**src/rtl/evt_pkg.sv**
```systemverilog
package evt_pkg;

    typedef enum logic [1:0] {
        EDGE_RISE = 2'b00,
        EDGE_FALL = 2'b01,
        EDGE_ANY  = 2'b10,
        EDGE_ANY2 = 2'b11
    } edge_sel_e;

    typedef enum logic {
        SRC_PIN   = 1'b0,
        SRC_CHAIN = 1'b1
    } evt_src_e;

    typedef struct packed {
        evt_src_e  src;
        edge_sel_e edg;
    } mode_t;

    localparam int MODE_W = $bits(mode_t);

    typedef enum logic [1:0] {
        ADDR_CTRL = 2'd0,
        ADDR_MODE = 2'd1,
        ADDR_DATA = 2'd2
    } reg_addr_e;

    function automatic logic edge_hit(edge_sel_e sel, logic cur, logic prv);
        case (sel)
            EDGE_RISE: return cur & ~prv;
            EDGE_FALL: return ~cur & prv;
            default:   return cur ^ prv;
        endcase
    endfunction

endpackage

```
**src/rtl/evt_pin_edge.sv**
```systemverilog
module evt_pin_edge
    import evt_pkg::*;
#(
    parameter int STAGES = 2
) (
    input  logic      clk,
    input  logic      rst,
    input  logic      pin_i,
    input  edge_sel_e edge_sel_i,
    output logic      hit_o
);
    localparam int SH_W = STAGES + 1;

    logic [SH_W-1:0] sh_q;

    generate
        for (genvar g = 0; g < SH_W; g++) begin : g_stage
            if (g == 0) begin : g_first
                always_ff @(posedge clk) begin
                    if (rst) sh_q[g] <= 1'b0;
                    else     sh_q[g] <= pin_i;
                end
            end else begin : g_next
                always_ff @(posedge clk) begin
                    if (rst) sh_q[g] <= 1'b0;
                    else     sh_q[g] <= sh_q[g-1];
                end
            end
        end
    endgenerate

    assign hit_o = edge_hit(edge_sel_i, sh_q[STAGES-1], sh_q[STAGES]);

endmodule

```
**src/rtl/evt_src_mux.sv**
```systemverilog
module evt_src_mux
    import evt_pkg::*;
(
    input  evt_src_e src_i,
    input  logic     run_i,
    input  logic     pin_hit_i,
    input  logic     chain_i,
    output logic     evt_o
);
    always_comb begin
        unique case (src_i)
            SRC_CHAIN: evt_o = run_i & chain_i;
            default:   evt_o = run_i & pin_hit_i;
        endcase
    end
endmodule

```
**src/rtl/evt_count_core.sv**
```systemverilog
module evt_count_core #(
    parameter int CNT_W = 16
) (
    input  logic             clk,
    input  logic             rst,
    input  logic             run_i,
    input  logic             evt_i,
    input  logic             load_i,
    input  logic [CNT_W-1:0] load_val_i,
    output logic [CNT_W-1:0] cnt_o,
    output logic [CNT_W-1:0] rld_o,
    output logic             uf_o
);
    localparam logic [CNT_W-1:0] ONE  = CNT_W'(1);
    localparam logic [CNT_W-1:0] ZERO = '0;

    logic [CNT_W-1:0] cnt_q, rld_q;
    logic             uf_q;

    always_ff @(posedge clk) begin
        if (rst) begin
            cnt_q <= ZERO;
            rld_q <= ZERO;
            uf_q  <= 1'b0;
        end else begin
            uf_q <= 1'b0;
            if (load_i) begin
                rld_q <= load_val_i;
                if (!run_i) cnt_q <= load_val_i;
            end
            if (evt_i && run_i) begin
                if (cnt_q == ZERO) begin
                    cnt_q <= rld_q;
                    uf_q  <= 1'b1;
                end else begin
                    cnt_q <= cnt_q - ONE;
                end
            end
        end
    end

    assign cnt_o = cnt_q;
    assign rld_o = rld_q;
    assign uf_o  = uf_q;
endmodule

```
**src/rtl/evt_down_timer.sv**
```systemverilog
module evt_down_timer
    import evt_pkg::*;
#(
    parameter int CNT_W       = 16,
    parameter int SYNC_STAGES = 2
) (
    input  logic             clk,
    input  logic             rst,
    input  logic [1:0]       host_addr,
    input  logic             host_wr,
    input  logic [CNT_W-1:0] host_wdata,
    output logic [CNT_W-1:0] host_rdata,
    input  logic             pin_in,
    input  logic             chain_in,
    output logic             underflow_o,
    output logic             irq_o
);
    logic             run_q;
    mode_t            mode_q;
    logic             pin_hit, evt_pulse, data_wr;
    logic [CNT_W-1:0] cnt_val, rld_val;
    logic             uf_w;

    assign data_wr = host_wr && (reg_addr_e'(host_addr) == ADDR_DATA);

    always_ff @(posedge clk) begin
        if (rst) begin
            run_q  <= 1'b0;
            mode_q <= '0;
        end else if (host_wr) begin
            case (reg_addr_e'(host_addr))
                ADDR_CTRL: run_q  <= host_wdata[0];
                ADDR_MODE: mode_q <= mode_t'(host_wdata[MODE_W-1:0]);
                default: ;
            endcase
        end
    end

    evt_pin_edge #(.STAGES(SYNC_STAGES)) u_pin (
        .clk        (clk),
        .rst        (rst),
        .pin_i      (pin_in),
        .edge_sel_i (mode_q.edg),
        .hit_o      (pin_hit)
    );

    evt_src_mux u_mux (
        .src_i     (mode_q.src),
        .run_i     (run_q),
        .pin_hit_i (pin_hit),
        .chain_i   (chain_in),
        .evt_o     (evt_pulse)
    );

    evt_count_core #(.CNT_W(CNT_W)) u_core (
        .clk        (clk),
        .rst        (rst),
        .run_i      (run_q),
        .evt_i      (evt_pulse),
        .load_i     (data_wr),
        .load_val_i (host_wdata),
        .cnt_o      (cnt_val),
        .rld_o      (rld_val),
        .uf_o       (uf_w)
    );

    always_comb begin
        host_rdata = '0;
        case (reg_addr_e'(host_addr))
            ADDR_CTRL: host_rdata[0] = run_q;
            ADDR_MODE: host_rdata[MODE_W-1:0] = mode_q;
            ADDR_DATA: host_rdata = cnt_val;
            default:   host_rdata = '0;
        endcase
    end

    assign underflow_o = uf_w;
    assign irq_o       = uf_w;
endmodule

```
**config.mk**
```make
export PLATFORM = sky130hd
export DESIGN_NAME = evt_down_timer
export DESIGN_NICKNAME = d
export VERILOG_FILES = /design/src/rtl/evt_pkg.sv /design/src/rtl/evt_pin_edge.sv /design/src/rtl/evt_src_mux.sv /design/src/rtl/evt_count_core.sv /design/src/rtl/evt_down_timer.sv
export SDC_FILE = /design/constraint.sdc
export NUM_CORES = 1
export LEC_CHECK = 0
export BUFFER_PORTS_ARGS = -buffer_cell sky130_fd_sc_hd__buf_2
export CAP_MARGIN = 5
export CORE_MARGIN = 2
export CORE_UTILIZATION = 50
export DETAILED_ROUTE_END_ITERATION = 6
export PLACE_DENSITY_LB_ADDON = 0.12
export SLEW_MARGIN = 20
export SYNTH_ARGS = -nofsm -noshare
export SYNTH_HDL_FRONTEND = slang
export SYNTH_SLANG_ARGS = --single-unit
```
**constraint.sdc**
```tcl
create_clock -name clk -period 2.35 [get_ports clk]
set_input_delay 0.47 -clock clk [delete_from_list [all_inputs] [get_ports clk]]
set_output_delay 0.47 -clock clk [all_outputs]
set_load 0.005 [all_outputs]
```
# --- Word level (Yosys, flattened, before mapping) ---
# Cells that the tools add are included.
op_classes:
  order_cmp: 0
  n_eq_ne: 4
  n_mux: 10
  addsub: 1
  n_div: 0
  reduce_logical: 10
  shift: 0
  n_mul: 0
  bitwise_logic: 8
op_table:
  columns: ["op", "count"]
  rows:
  - ["16-bit 2-to-1 mux", 4]
  - ["16-bit zero test", 1]
  - ["16-bit by 1-bit subtractor with 16-bit output (second input constant)", 1]
  - ["13-bit 2-to-1 mux", 1]
  - ["2-bit AND reduction", 3]
  - ["1-bit AND", 4]
  - ["2-bit by 1-bit == test with 1-bit output (second input constant)", 2]
  - ["2-bit zero test", 2]
  - ["2-bit one-hot mux with 2 select lines", 1]
  - ["1-bit NOT", 3]
  - ["1-bit one-hot mux with 3 select lines", 1]
  - ["2-bit == test (second input constant)", 1]
  - ["1-bit logical AND", 2]
  - ["1-bit 2-to-1 mux", 2]
  - ["2-bit by 1-bit != test with 1-bit output (second input constant)", 1]
  - ["1-bit one-hot mux with 2 select lines", 1]
  - ["2-bit nonzero test", 1]
  - ["2-bit OR reduction", 1]
  - ["1-bit bitwise XOR", 1]
word_totals:
  latch_bits: 0
  input_bits: 23
  memories: 0
  elab_cells: 42
  reg_bits: 40
  mem_bits_rw: 0
  romBits: 0

# --- Depth between registers and ports, before layout ---
depth:
  depth_word: 8
  ltp_mapped: 11
  depth_no_buf: 7

# --- By module ---
# Synthesis repeated with hierarchy kept, for this count alone.
unflattened:
  cells_unflattened: 265
  hier_area_um2: 2371.0
by_module_without_submodules:
  columns: ["mod", "instances", "area_each_um2", "seq_area_each_um2", "cells_each"]
  rows:
  - ["evt_count_core", 1, 1846.8, 660.6, 205]
  - ["evt_down_timer", 1, 379.1, 80.1, 46]
  - ["evt_pin_edge", 1, 128.9, 60.1, 12]
  - ["evt_src_mux", 1, 16.3, 0.0, 2]

# --- Least setup slack after synthesis ---
# Ideal clock, no wire load.
synth_path:
  kind: "register -> register"
  start: "reg u_core.cnt_q[0] (netlist: u_core.cnt_o[0])"
  end: "reg u_core.cnt_q[10] (netlist: u_core.cnt_o[10])"
  arrival_time_ps: 2334
  period_less_slack_ps: 2468
  t_required_ps: 2216
  slack_ps: -118
  stages_incl_launch_ff: 12
  setup_time_ps: 134
  path_cell_list: "dfxtp_1 clkbuf_1 inv_1 ha_1 or3b_2 or3_1 buf_2 or2_1 buf_6 buf_6 o2111ai_1 a211oi_1"
synth_via:
  elab_chain_cells: 3
synth_rtl:
  columns: ["item", "line", "source"]
  rows:
  - ["from (decl)", "evt_count_core.sv:17", "logic [CNT_W-1:0] cnt_q, rld_q;"]
  - ["from (signal assigned)", "evt_count_core.sv:29", "if (!run_i) cnt_q <= load_val_i;"]
  - ["from (signal assigned)", "evt_count_core.sv:33", "cnt_q <= rld_q;"]
  - ["from (signal assigned)", "evt_count_core.sv:36", "cnt_q <= cnt_q - ONE;"]
  - ["16-bit by 1-bit subtractor with 16-bit output or 16-bit zero test (tied branches)", "evt_count_core.sv:36, evt_count_core.sv:32", null]
  - ["16-bit 2-to-1 mux *", "evt_count_core.sv:32", "if (cnt_q == ZERO) begin"]
  - ["16-bit 2-to-1 mux *", "evt_count_core.sv:31", "if (evt_i && run_i) begin"]
# Mark *: on every way between the ends. The rest lies on a longest branch, timed or not.
# A chain may end at the register's enable or synchronous reset.

# --- Final worst setup path ---
layout_path:
  start: "reg u_core.cnt_q[0] (netlist: u_core.cnt_o[0])"
  end: "reg u_core.cnt_q[4] (netlist: u_core.cnt_o[4])"
# The elaborated chain is that of the path after synthesis.

==> results.toml <==
[run_status]
status = "completed"

[sta]
maxSlewHeadroom_pct = 55.1
finalClockSkew_ns = 0.00740
timing.fmax_ghz = 0.445
finalMaxSlewViolations = 0
fin_crit_ns = 2.25
tightest_slew_ns = 0.674
setup_ws_ns = 0.104
finalSetupViolCount = 0
fin_crit_sh_pct = 95.6
hold_viol = 0

[clocking]
clock-root-buffer = "clkbuf_8"
cts_setup_buffers = 0
clkSlewWorstSetupHoldPaths_ns = 0.08
cts_tree = "done"
numCtsBuffers = 5
clock_latency_ns = 0.30
cts-htree-levels = 2
clockBufferDepth = 2
clock-sinks = 40
postCtsHoldBufs = 0

[floorplan]
initial_core_util_pct = 52.7
die_x_um = 72.2
io_pins = 41
core-area_mm2 = 0.00441
die_h_um = 72.2
dieArea_mm2 = 0.00521
row_count = 24

[pwr]
power_w = 0.00169
p_leak_nw = 1.12
p_int_w = 0.00120
seqPwrFrac_pct = 43.3
pwr-share-clk_pct = 33.4
p_switching_w = 0.000491
p_comb_share_pct = 23.3
vdd_drop_max_v = 0.000472
p_sw_share_pct = 29.1
power_density_mw_per_mm2 = 617

[detailed_routing]
postRouteAntennaNets = 0
drt_iter0_markers = 152
via_count = 2229
vias_per_cell = 5.60
firstDrtPassIters = 4
drc = 0
wl_per_cell_um = 14.5
wirelength_um = 5790

[global_route]
track_usage_pct = 23.6
grt_first_pass_wirelength_um = 9650
antenna_found_initial = 0
grt_overflow = 0
first_global_vias = 1993
grt_max_degree = 37

[logic_synthesis]
seq_area_frac_synth_pct = 34.4
syn-num-nets = 336
netlist_instances = 305
synth_warnings = 0
synthFlopType = "dfxtp_1"
async_reset_ff_share_pct = 0
synth_top_area_cell = "dfxtp_1"
synth_top_area_share_pct = 34.4
yosys.cell_types.count = 49
syn_area_mm2 = 0.00233
avgSynthCellArea_um2 = 7.63
synth_seq_cells = 40
synthTopCellsByArea = "dfxtp_1 (34%), nand2_1 (9.4%), a21oi_1 (6.9%), ha_1 (4.3%), and2_1 (4.0%)"
synth_edf_count = 0

[worst_setup_path]
path_max_fanout = 8
critPathKind = "reg -> reg"
crit_arrival_ns = 2.45
required_ns = 2.55
cp-end-kind = "flip-flop"
cp-start-kind = "flip-flop"

[placed_design]
gp_congestion = 0.942
hpwl_um = 4110
io_buffers = 40
post-place-ws_ns = 0.0566

[final_layout]
final_common_cell = "nand2_1"
final_net_count = 376
num_antenna_cells = 0
drive_above_1_share_pct = 22.8
area_growth_pct = 17.5
final_cell_mix = "nand2_1 (58), buf_2 (40), dfxtp_1 (40)"

[worst_hold_path]
hp-class = "in -> reg"

[flow_run]
drv_cap = 0
-- timing repair --
item / 4_1_cts / 5_1_grt
endpoints found under the hold margin: 0 / 0
gates resized for setup: 0 / 8
endpoints found under the setup margin: 0 / 13
-- power groups by stage --
stage | registers [W] | logic, W | clock network, W
floorplan | 0.000739 | 0.000288 | 0
global placement | 0.000746 | 0.000372 | 0
detailed placement | 0.000746 | 0.000377 | 0
CTS | 0.000731 | 0.000380 | 0.000571
global route | 0.000736 | 0.000438 | 0.000601
finish | 0.000731 | 0.000393 | 0.000563
-- layer usage --
layer	vias to the layer above	GRT usage [%]	wire [um]
li1	1147	-	-
met1	1036	32.4	2810
met2	39	38.1	2710
met3	7	3.75	194
met4	0	7.13	72
met5	-	0	0
-- critical path, stage by stage, from the launching register on --
cell       delay, ns
dfxtp_1         0.31
inv_1           0.11
ha_4            0.16
or3b_4          0.39
or3_1           0.34
buf_4           0.18
o21ai_0         0.18
o21ai_0         0.15
a2111oi_2       0.35
-- per-stage QoR --
stage               hold slack, ns  TNS [ns]  utilization (%)  area [um^2]  std cells
global placement             0.435         0             59.0         2600        390
global route                 0.400  -0.00745             61.9         2730        398
finish                       0.385         0             61.9         2730        398
floorplan                    0.414         0                -         2330        305
CTS                          0.386         0             61.5         2710        398
detailed placement           0.449         0             59.0         2600        390
-- sequential cells by signal, indices dropped and copies added, names as in the netlist --
| name | count |
|---|---|
| mode_q | 3 |
| run_q | 1 |
| u_core.cnt_o | 16 |
| u_core.rld_o | 16 |
| u_core.uf_o | 1 |
| u_pin.sh_q | 3 |
-- area by class of cell --
cell class / instances / area, um^2
Clock inverter: 3 / 42.5
Clock buffer: 5 / 68.8
Sequential cell: 40 / 801
Timing Repair Buffer: 56 / 320
Fill cell: 438 / 1680
Tap cell: 52 / 65.1
Multi-Input combinational cell: 234 / 1410
Inverter: 8 / 30.0
-- kinds of logic (layout without fill, tap and decap cells) --
group,count (synthesis),in the layout,synth area share (%)
multiplexers,8,8,3.60
AND/OR/NAND/NOR,130,130,26.8
buffers and inverters,31,72,6.19
adder cells (fa/ha/maj),8,8,4.30
AO/OA/AOI/OAI,81,81,22.1
flip-flops,40,40,34.4
XOR/XNOR,7,7,2.64
-- synthesized netlist by cell type (3+ instances only) --
| cell | n |
|---|---|
| nand2_1 | 58 |
| nor2_1 | 18 |
| a22oi_1 | 3 |
| a31o_2 | 4 |
| nor4_1 | 3 |
| o31ai_1 | 3 |
| ha_1 | 8 |
| inv_1 | 8 |
| nand3_1 | 4 |
| dfxtp_1 | 40 |
| a31oi_1 | 3 |
| a21oi_1 | 32 |
| nand2b_1 | 4 |
| nor3_1 | 11 |
| mux2_2 | 3 |
| o21ai_0 | 13 |
| and2_1 | 15 |
| clkbuf_1 | 16 |
| a211oi_1 | 5 |
| buf_6 | 3 |
| nor2b_1 | 5 |
| mux2i_1 | 5 |
| xnor2_1 | 7 |
-- worst paths after layout --
check                  start         endpoint  slack [ns]  cells after the start
max reg2reg  u_core.cnt_o[0]  u_core.cnt_o[4]        0.10                      8
min                   pin_in    u_pin.sh_q[0]        0.38                      2
max          u_core.cnt_o[0]  u_core.cnt_o[4]        0.10                      8
min reg2reg    u_pin.sh_q[0]    u_pin.sh_q[1]        0.46                      1
(Power assumes the default switching activity.)
